## src/rtl/hb_pwm_guard.sv

```systemverilog
module hb_pwm_guard #(
  parameter int DW   = 8,
  parameter int TW   = 8,
  parameter int DBW  = 7,
  parameter int NSRC = 3
) (
  input  logic            clk,
  input  logic            rst_n,
  input  logic            clk_en,
  input  logic            wr_en,
  input  logic [2:0]      wr_addr,
  input  logic [DW-1:0]   wr_data,
  input  logic [NSRC-1:0] fault_in,
  output logic            pwm_a,
  output logic            pwm_a_oe,
  output logic            pwm_b,
  output logic            pwm_b_oe,
  output logic            period_hit,
  output logic            shut_active
);
  localparam int PW = TW + 2;

  logic [TW-1:0]   per_r, dhi_r, tmr;
  logic [1:0]      dlo_r, psel_r, q;
  logic            pol_a_r, pol_b_r, en_r, auto_r;
  logic [DBW-1:0]  dead_r, dcnt;
  logic [NSRC-1:0] src_r;
  logic [1:0]      st_a_r, st_b_r;
  logic [3:0]      psc, div_m1;
  logic [PW-1:0]   duty_act;
  logic            sel, wait_r, a_int, b_int, sd, forced, sd_n;
  logic            step, wrap, raw, fault_hit, wr_shut;

  assign div_m1    = (psel_r == 2'd0) ? 4'd0 : (psel_r == 2'd1) ? 4'd3 : 4'd15;
  assign step      = clk_en && (psc == div_m1);
  assign wrap      = step && (q == 2'd3) && (tmr == per_r);
  assign raw       = {tmr, q} < duty_act;
  assign fault_hit = |(fault_in & src_r);
  assign wr_shut   = clk_en && wr_en && (wr_addr == 3'd4);

  always_comb begin
    sd_n = sd;
    if (fault_hit)             sd_n = 1'b1;
    else if (wr_shut)          sd_n = wr_data[DW-1];
    else if (auto_r && wrap)   sd_n = 1'b0;
  end

  always_ff @(posedge clk or negedge rst_n) begin
    if (!rst_n) begin
      per_r <= '0; dhi_r <= '0; dlo_r <= '0; psel_r <= '0;
      pol_a_r <= 1'b0; pol_b_r <= 1'b0; en_r <= 1'b0;
      dead_r <= '0; auto_r <= 1'b0;
      src_r <= '0; st_a_r <= '0; st_b_r <= '0;
    end else if (clk_en && wr_en) begin
      case (wr_addr)
        3'd0: per_r <= wr_data[TW-1:0];
        3'd1: dhi_r <= wr_data[TW-1:0];
        3'd2: begin
          dlo_r   <= wr_data[1:0];
          psel_r  <= wr_data[3:2];
          pol_a_r <= wr_data[4];
          pol_b_r <= wr_data[5];
          en_r    <= wr_data[6];
        end
        3'd3: begin
          dead_r <= wr_data[DBW-1:0];
          auto_r <= wr_data[DW-1];
        end
        3'd4: begin
          src_r  <= wr_data[NSRC-1:0];
          st_a_r <= wr_data[4:3];
          st_b_r <= wr_data[6:5];
        end
        default: ;
      endcase
    end
  end

  always_ff @(posedge clk or negedge rst_n) begin
    if (!rst_n) begin
      psc <= '0; q <= '0; tmr <= '0; duty_act <= '0;
    end else if (clk_en) begin
      psc <= step ? 4'd0 : psc + 4'd1;
      if (step) begin
        q <= q + 2'd1;
        if (q == 2'd3) tmr <= (tmr == per_r) ? '0 : tmr + 1'b1;
      end
      if (wrap) duty_act <= {dhi_r, dlo_r};
    end
  end

  always_ff @(posedge clk or negedge rst_n) begin
    if (!rst_n) period_hit <= 1'b0;
    else        period_hit <= wrap;
  end

  always_ff @(posedge clk or negedge rst_n) begin
    if (!rst_n) begin
      sel <= 1'b0; wait_r <= 1'b0; dcnt <= '0;
      a_int <= 1'b0; b_int <= 1'b1;
    end else if (clk_en) begin
      if (raw != sel) begin
        sel  <= raw;
        dcnt <= 1;
        if (dead_r == '0) begin
          a_int <= raw; b_int <= !raw; wait_r <= 1'b0;
        end else begin
          a_int <= 1'b0; b_int <= 1'b0; wait_r <= 1'b1;
        end
      end else if (wait_r) begin
        if (dcnt == dead_r) begin
          a_int <= sel; b_int <= !sel; wait_r <= 1'b0;
        end else begin
          dcnt <= dcnt + 1'b1;
        end
      end
    end
  end

  always_ff @(posedge clk or negedge rst_n) begin
    if (!rst_n) begin
      sd <= 1'b0; forced <= 1'b0;
    end else if (clk_en) begin
      sd <= sd_n;
      if (sd_n)      forced <= 1'b1;
      else if (wrap) forced <= 1'b0;
    end
  end

  always_comb begin
    if (!en_r) begin
      pwm_a = 1'b0; pwm_a_oe = 1'b0;
      pwm_b = 1'b0; pwm_b_oe = 1'b0;
    end else if (forced) begin
      pwm_a = (st_a_r == 2'b01); pwm_a_oe = !st_a_r[1];
      pwm_b = (st_b_r == 2'b01); pwm_b_oe = !st_b_r[1];
    end else begin
      pwm_a = a_int ^ pol_a_r; pwm_a_oe = 1'b1;
      pwm_b = b_int ^ pol_b_r; pwm_b_oe = 1'b1;
    end
  end

  assign shut_active = sd;
endmodule

```

## config.mk

```make
export PLATFORM = sky130hd
export DESIGN_NAME = hb_pwm_guard
export DESIGN_NICKNAME = d
export VERILOG_FILES = /design/src/rtl/hb_pwm_guard.sv
export SDC_FILE = /design/constraint.sdc
export NUM_CORES = 1
export LEC_CHECK = 0
export BUFFER_PORTS_ARGS = -buffer_cell sky130_fd_sc_hd__buf_2
export CAP_MARGIN = 20
export CORE_ASPECT_RATIO = 0.5
export CORE_MARGIN = 2
export CORE_UTILIZATION = 45
export DETAILED_ROUTE_END_ITERATION = 10
export PLACE_DENSITY_LB_ADDON = 0.05
export SLEW_MARGIN = 20
export SYNTH_ARGS = -nofsm -noshare
export SYNTH_HDL_FRONTEND = slang
export SYNTH_SLANG_ARGS = --single-unit
```

## constraint.sdc

```tcl
create_clock -name clk -period 5.17 [get_ports clk]
set_input_delay 0.517 -clock clk [delete_from_list [all_inputs] [get_ports clk]]
set_output_delay 0.517 -clock clk [all_outputs]
set_load 0.005 [all_outputs]
```

[Word-level counts from Yosys, hierarchy flattened]
Cells that the tools add are included.
Storage, ports and cells
  register bits after elaboration: 76
  latch bits: 0
  RAM bits: 0
  ROM bits: 0
  output and inout port bits: 6
  memories: 0
Operators by class
  $add $sub $neg: 4
  multiply operators: 0
  div/mod/pow operators: 0
  magnitude comparators: 1
  eq/ne operators: 13
  shifts and indexed selects: 0
  muxes and demuxes: 32
  bitwise gates (word level): 3
  reductions and logical operators: 29
Operators with widths (count)
  $mux W1: 25
  $mux W7: 3
  $reduce_and A2 Y1: 9
  $mux W4: 3
  $lt A10 B10 Y1: 1
  $reduce_and A3 Y1: 3
  $add A8 B1 Y8 const B: 1
  $eq A8 B8 Y1: 1
  $mux W8: 1
  $add A7 B1 Y7 const B: 1
  $eq A7 B7 Y1: 1
  $logic_not A7 Y1: 1
  $eq A2 B1 Y1 const B: 3
  $eq A3 B2 Y1 const B: 2
  $logic_and A1 B1 Y1: 6
  $reduce_bool A2 Y1: 3
  $add A4 B1 Y4 const B: 1
  $eq A4 B4 Y1: 1
  $logic_not A1 Y1: 4
  $and A3 B3 Y3: 1
  $eq A3 B1 Y1 const B: 1
  $eq A3 B3 Y1 const B: 1
  $logic_not A3 Y1: 1
  $reduce_or A3 Y1: 1
  other kinds (6): 7

[Longest topological paths before layout]
  depth in word-level cells: 13
  gate-level depth with buffers: 9
  mapped depth without buffers: 8

[Worst setup path after synthesis]
OpenSTA, ideal clock, no wires.
  path type: reg2reg
  start: reg tmr[2]
  end: reg b_int
  setup time: 0.083 ns
  data arrival time: 2.298 ns
  setup slack: 2.789 ns
  cell stages (with the launch flop): 9
  clock period less this slack: 2.381 ns
  path through: dfrtp_1 ha_1 a21oi_1 a211oi_1 a2111oi_1 and2_1 clkbuf_2 mux2_1 a221o_1
On the way
  cells in the longest elaborated chain, start to end: 4
  elaborated cells between the ends (all ways): 8
  classes of those cells: 1 x order compare; 1 x eq/ne; 2 x mux; 4 x reduce/logical
RTL lines
  from (decl): RTL line 23  | logic [TW-1:0] per_r, dhi_r, tmr;
  from (signal assigned): RTL line 86  | if (q == 2'd3) tmr <= (tmr == per_r) ? '0 : tmr + 1'b1;
  $lt A10 B10 Y1 (*): RTL line 37  | assign raw = {tmr, q} < duty_act;
  $ne A1 B1 Y1 or $logic_not A1 Y1 (tied branches): RTL line 102, 106
  $reduce_bool A2 Y1 (no line) or $mux W1 (tied branches)
  $reduce_and A3 Y1 (no line) or $mux W1 (tied branches)
  to (signal assigned): RTL line 100  | a_int <= 1'b0; b_int <= 1'b1;
  to (signal assigned): RTL line 106  | a_int <= raw; b_int <= !raw; wait_r <= 1'b0;
  to (signal assigned): RTL line 108  | a_int <= 1'b0; b_int <= 1'b0; wait_r <= 1'b1;
  to (decl): RTL line 31  | logic sel, wait_r, a_int, b_int, sd, forced, sd_n;
Mark *: on every way between the ends. The rest lies on a longest branch, timed or not.
A chain may end at the register's enable or synchronous reset.

[Worst setup path after layout]
Same ends and word-level chain as after synthesis.

==> summary.txt <==
Die
  – Core Footprint: 0.00800 sq mm
  – Die height: 68.3 um
  – IO Count: 24
  – Cell Rows: 23
  – Die W: 133 um
  – Initial Util: 46.4%
  – Die area: 0.00904 sq mm

Critical path
  – Worst Path Buf+Inv: 0
  – Slowest stage cell, crit path: a2111oi_1
  – Worst Path Max Fanout: 7
  – Required time of the critical path: 5.43 ns
  – Crit end category: flop
  – Critical Path Max Stage Delay: 0.72 ns
  – Flop-to-flop setup slack: 2.28 ns
  – Arr. time, crit path: 3.15 ns
  – Kind of critical path: flop to flop
  – Worst path cell trace: ha_1 -> a21oi_1 -> a211oi_1 -> a2111oi_1 -> and2_1 -> mux2_1 -> a221o_1
  – Worst setup SP type: flop
  – Kind of cell adding the most delay to the critical path: compound AO/OA/AOI/OAI gates

Timing
  – Final Max Slew Viols: 0
  – Post-route clock period utilization: 55.9%
  – Setup TNS: 0 ns
  – Final setup fails: 0
  – Worst-margin pin slew: 0.945 ns
  – Rel. slew slack: 37.0%
  – Fmax achieved: 346 MHz
  – RSZ-0062 raised after global routing: false
  – Final hold violation count: 0
  – Min cycle time layout: 2.89 ns
  – Setup Skew: 0.00486 ns
  – Setup ws final: 2.28 ns

Layout
  – Number of inserted diodes: 0
  – Layout overhead on the synthesized area: 15.5%
  – Leading cell types in the layout, fill and taps excluded: 75 x dfrtp_1, 40 x mux2_2, 32 x nand2_1
  – Final nets: 392
  – Share of layout cells above drive strength 1: 23.8%
  – Commonest non-fill, non-tap cell in the layout: dfrtp_1
  – Fin util: 53.6%

Drt
  – DR WL/cell: 15.7 um
  – DRT Pass-1 Iters: 5
  – Final wirelength: 7510 um
  – Vias/cell: 5.31
  – Post-DRT Antenna Nets: 0
  – Drt drc: 0
  – Via count: 2,533
  – Iter 0 DRT Violations: 110

Placement
  – Post-Place Worst Slack: 2.31 ns
  – Final GP Congestion: 0.783
  – Port bufs: 23
  – Detailed Place HPWL: 5450 um

Clock network
  – Number of H-tree levels: 3
  – CTS sink cnt: 76
  – CTS Buf Count: 9
  – Clock buffer depth: 2
  – Cts hold-fix bufs: 0
  – # Post-CTS Setup Buffers: 0
  – Clk pin slew, worst setup/hold paths: 0.06 ns
  – Cts repair resizes: 0
  – Skew-Pair Late Insertion Delay: 0.33 ns
  – CTS root buf: clkbuf_16
  – CTS tree: yes

Synth
  – Post-synthesis cell type count: 50
  – Syn avg cell area: 11.2 sq um
  – Yosys warning total: 0
  – Syn_nets: 364
  – Post-synth top flop: dfrtp_1
  – Sequential share of the synthesized area: 51.2%
  – Seq cells post-synth: 76
  – Post-synth EDFFs: 0
  – Mapped Area: 0.00372 sq mm
  – Syn Inst Count: 333
  – FFs w/ async S/R, synth: 100%

Power and ir drop
  – Total power: 1.93 mW
  – Peak VDD IR: 0.193 mV
  – Leak pwr: 1.95 nW
  – Pwr/cell area: 451 mW/mm^2

GRT
  – Global-route wire length before repair: 12,700 um
  – Vias in the first global route: 2,563
  – Largest net degree at the start of global routing: 77
  – GRT Util Overall: 18.8%
  – Initial antenna violation count: 0
  – Overflow after GRT: 0

Outcome
  – Outcome: finished, final reports clean

Flow run
  – Max-cap viol count: 0

Hold path
  – Hold Crit Class: input port to async pin
stage by stage:
step | hold WS, ns | area (sq um) | cells
final | 0.320 | 4290 | 477
after global routing | 0.425 | 4290 | 477
after CTS | 0.383 | 4290 | 477
after detailed placement | 0.473 | 3950 | 462
after global placement | 0.468 | 3950 | 462
after floorplan | 0.221 | 3720 | 333
worst paths after layout:
kind                            start     endpoint  cells past startpoint
min in group clk           wr_data[7]     dhi_r[7]                      2
min reg2reg                  dhi_r[7]  duty_act[9]                      2
min                             rst_n       tmr[5]                      1
max reg2reg                    tmr[2]        b_int                      7
max                            tmr[2]        b_int                      7
max in group asynchronous       rst_n      dcnt[0]                      1
sequential cells by signal (all words and copies together), names as in the netlist, 2 cells and up:
register / cells
psc: 4
src_r: 3
dlo_r: 2
tmr: 8
q: 2
dhi_r: 8
duty_act: 10
dead_r: 7
st_a_r: 2
psel_r: 2
st_b_r: 2
dcnt: 7
per_r: 8
layer usage:
layer | up-vias | track usage [%] | part of all wire [%]
li1 | 1228 | - | -
met1 | 1271 | 24.0 | 50
met2 | 25 | 30.9 | 45
met4 | 0 | 6.59 | 1.2
met3 | 9 | 6.07 | 3.9
met5 | - | 0 | 0
logic make-up (layout without fill, tap and decap cells):
| family | Yosys count | in the layout | synth area share, % |
|---|---|---|---|
| mux | 44 | 44 | 13.2 |
| compound gates | 55 | 55 | 9.66 |
| simple gates | 97 | 97 | 13.0 |
| fa+ha+maj | 13 | 13 | 4.38 |
| xor+xnor | 26 | 26 | 6.13 |
| buf+inv | 22 | 54 | 2.36 |
| flops | 76 | 76 | 51.2 |
final cells by class:
| class | instances | area [sq um] |
|---|---|---|
| Fill cell | 712 | 3710 |
| Sequential cell | 76 | 1900 |
| Multi-Input combinational cell | 235 | 1730 |
| Clock buffer | 11 | 243 |
| Tap cell | 112 | 140 |
| Timing Repair Buffer | 24 | 125 |
| Clock inverter | 4 | 97.6 |
| Inverter | 15 | 56.3 |
worst register-to-register path, delay by kind of cell, from the launching register on:
kind	cells	cell delay, ns
AO/OA/AOI/OAI	4	1.29
multiplexers	1	0.35
adder cells (fa/ha/maj)	1	0.36
AND/OR/NAND/NOR	1	0.37
flip-flops	1	0.44
cells in the mapped netlist (2+ instances only):
library cell,number,area share [%]
a211oi_1,4,0.81
a21boi_0,2,0.40
a21oi_1,5,0.67
and2_1,5,0.84
and3_1,5,0.84
and4_1,2,0.47
buf_2,3,0.40
clkbuf_1,2,0.20
dfrtp_1,75,51
ha_1,13,4.4
inv_1,15,1.5
mux2_2,40,12
mux2i_1,3,0.81
nand2_1,32,3.2
nand2b_1,3,0.51
nand3_1,6,0.81
nand4_1,6,1.0
nor2_1,23,2.3
nor3_1,4,0.54
nor4_1,2,0.34
o21ai_0,28,3.8
o31ai_1,2,0.40
or2_4,2,0.47
xnor2_1,16,3.8
xor2_1,10,2.4
where the power goes:
part           total [mW]  switching (mW)  leakage [nW]  internal [mW]
sequential          0.860           0.124         0.899          0.737
combinational       0.361           0.165         0.888          0.196
clock               0.714           0.232         0.162          0.482
Note: power is estimated with default switching activity, not from simulation.
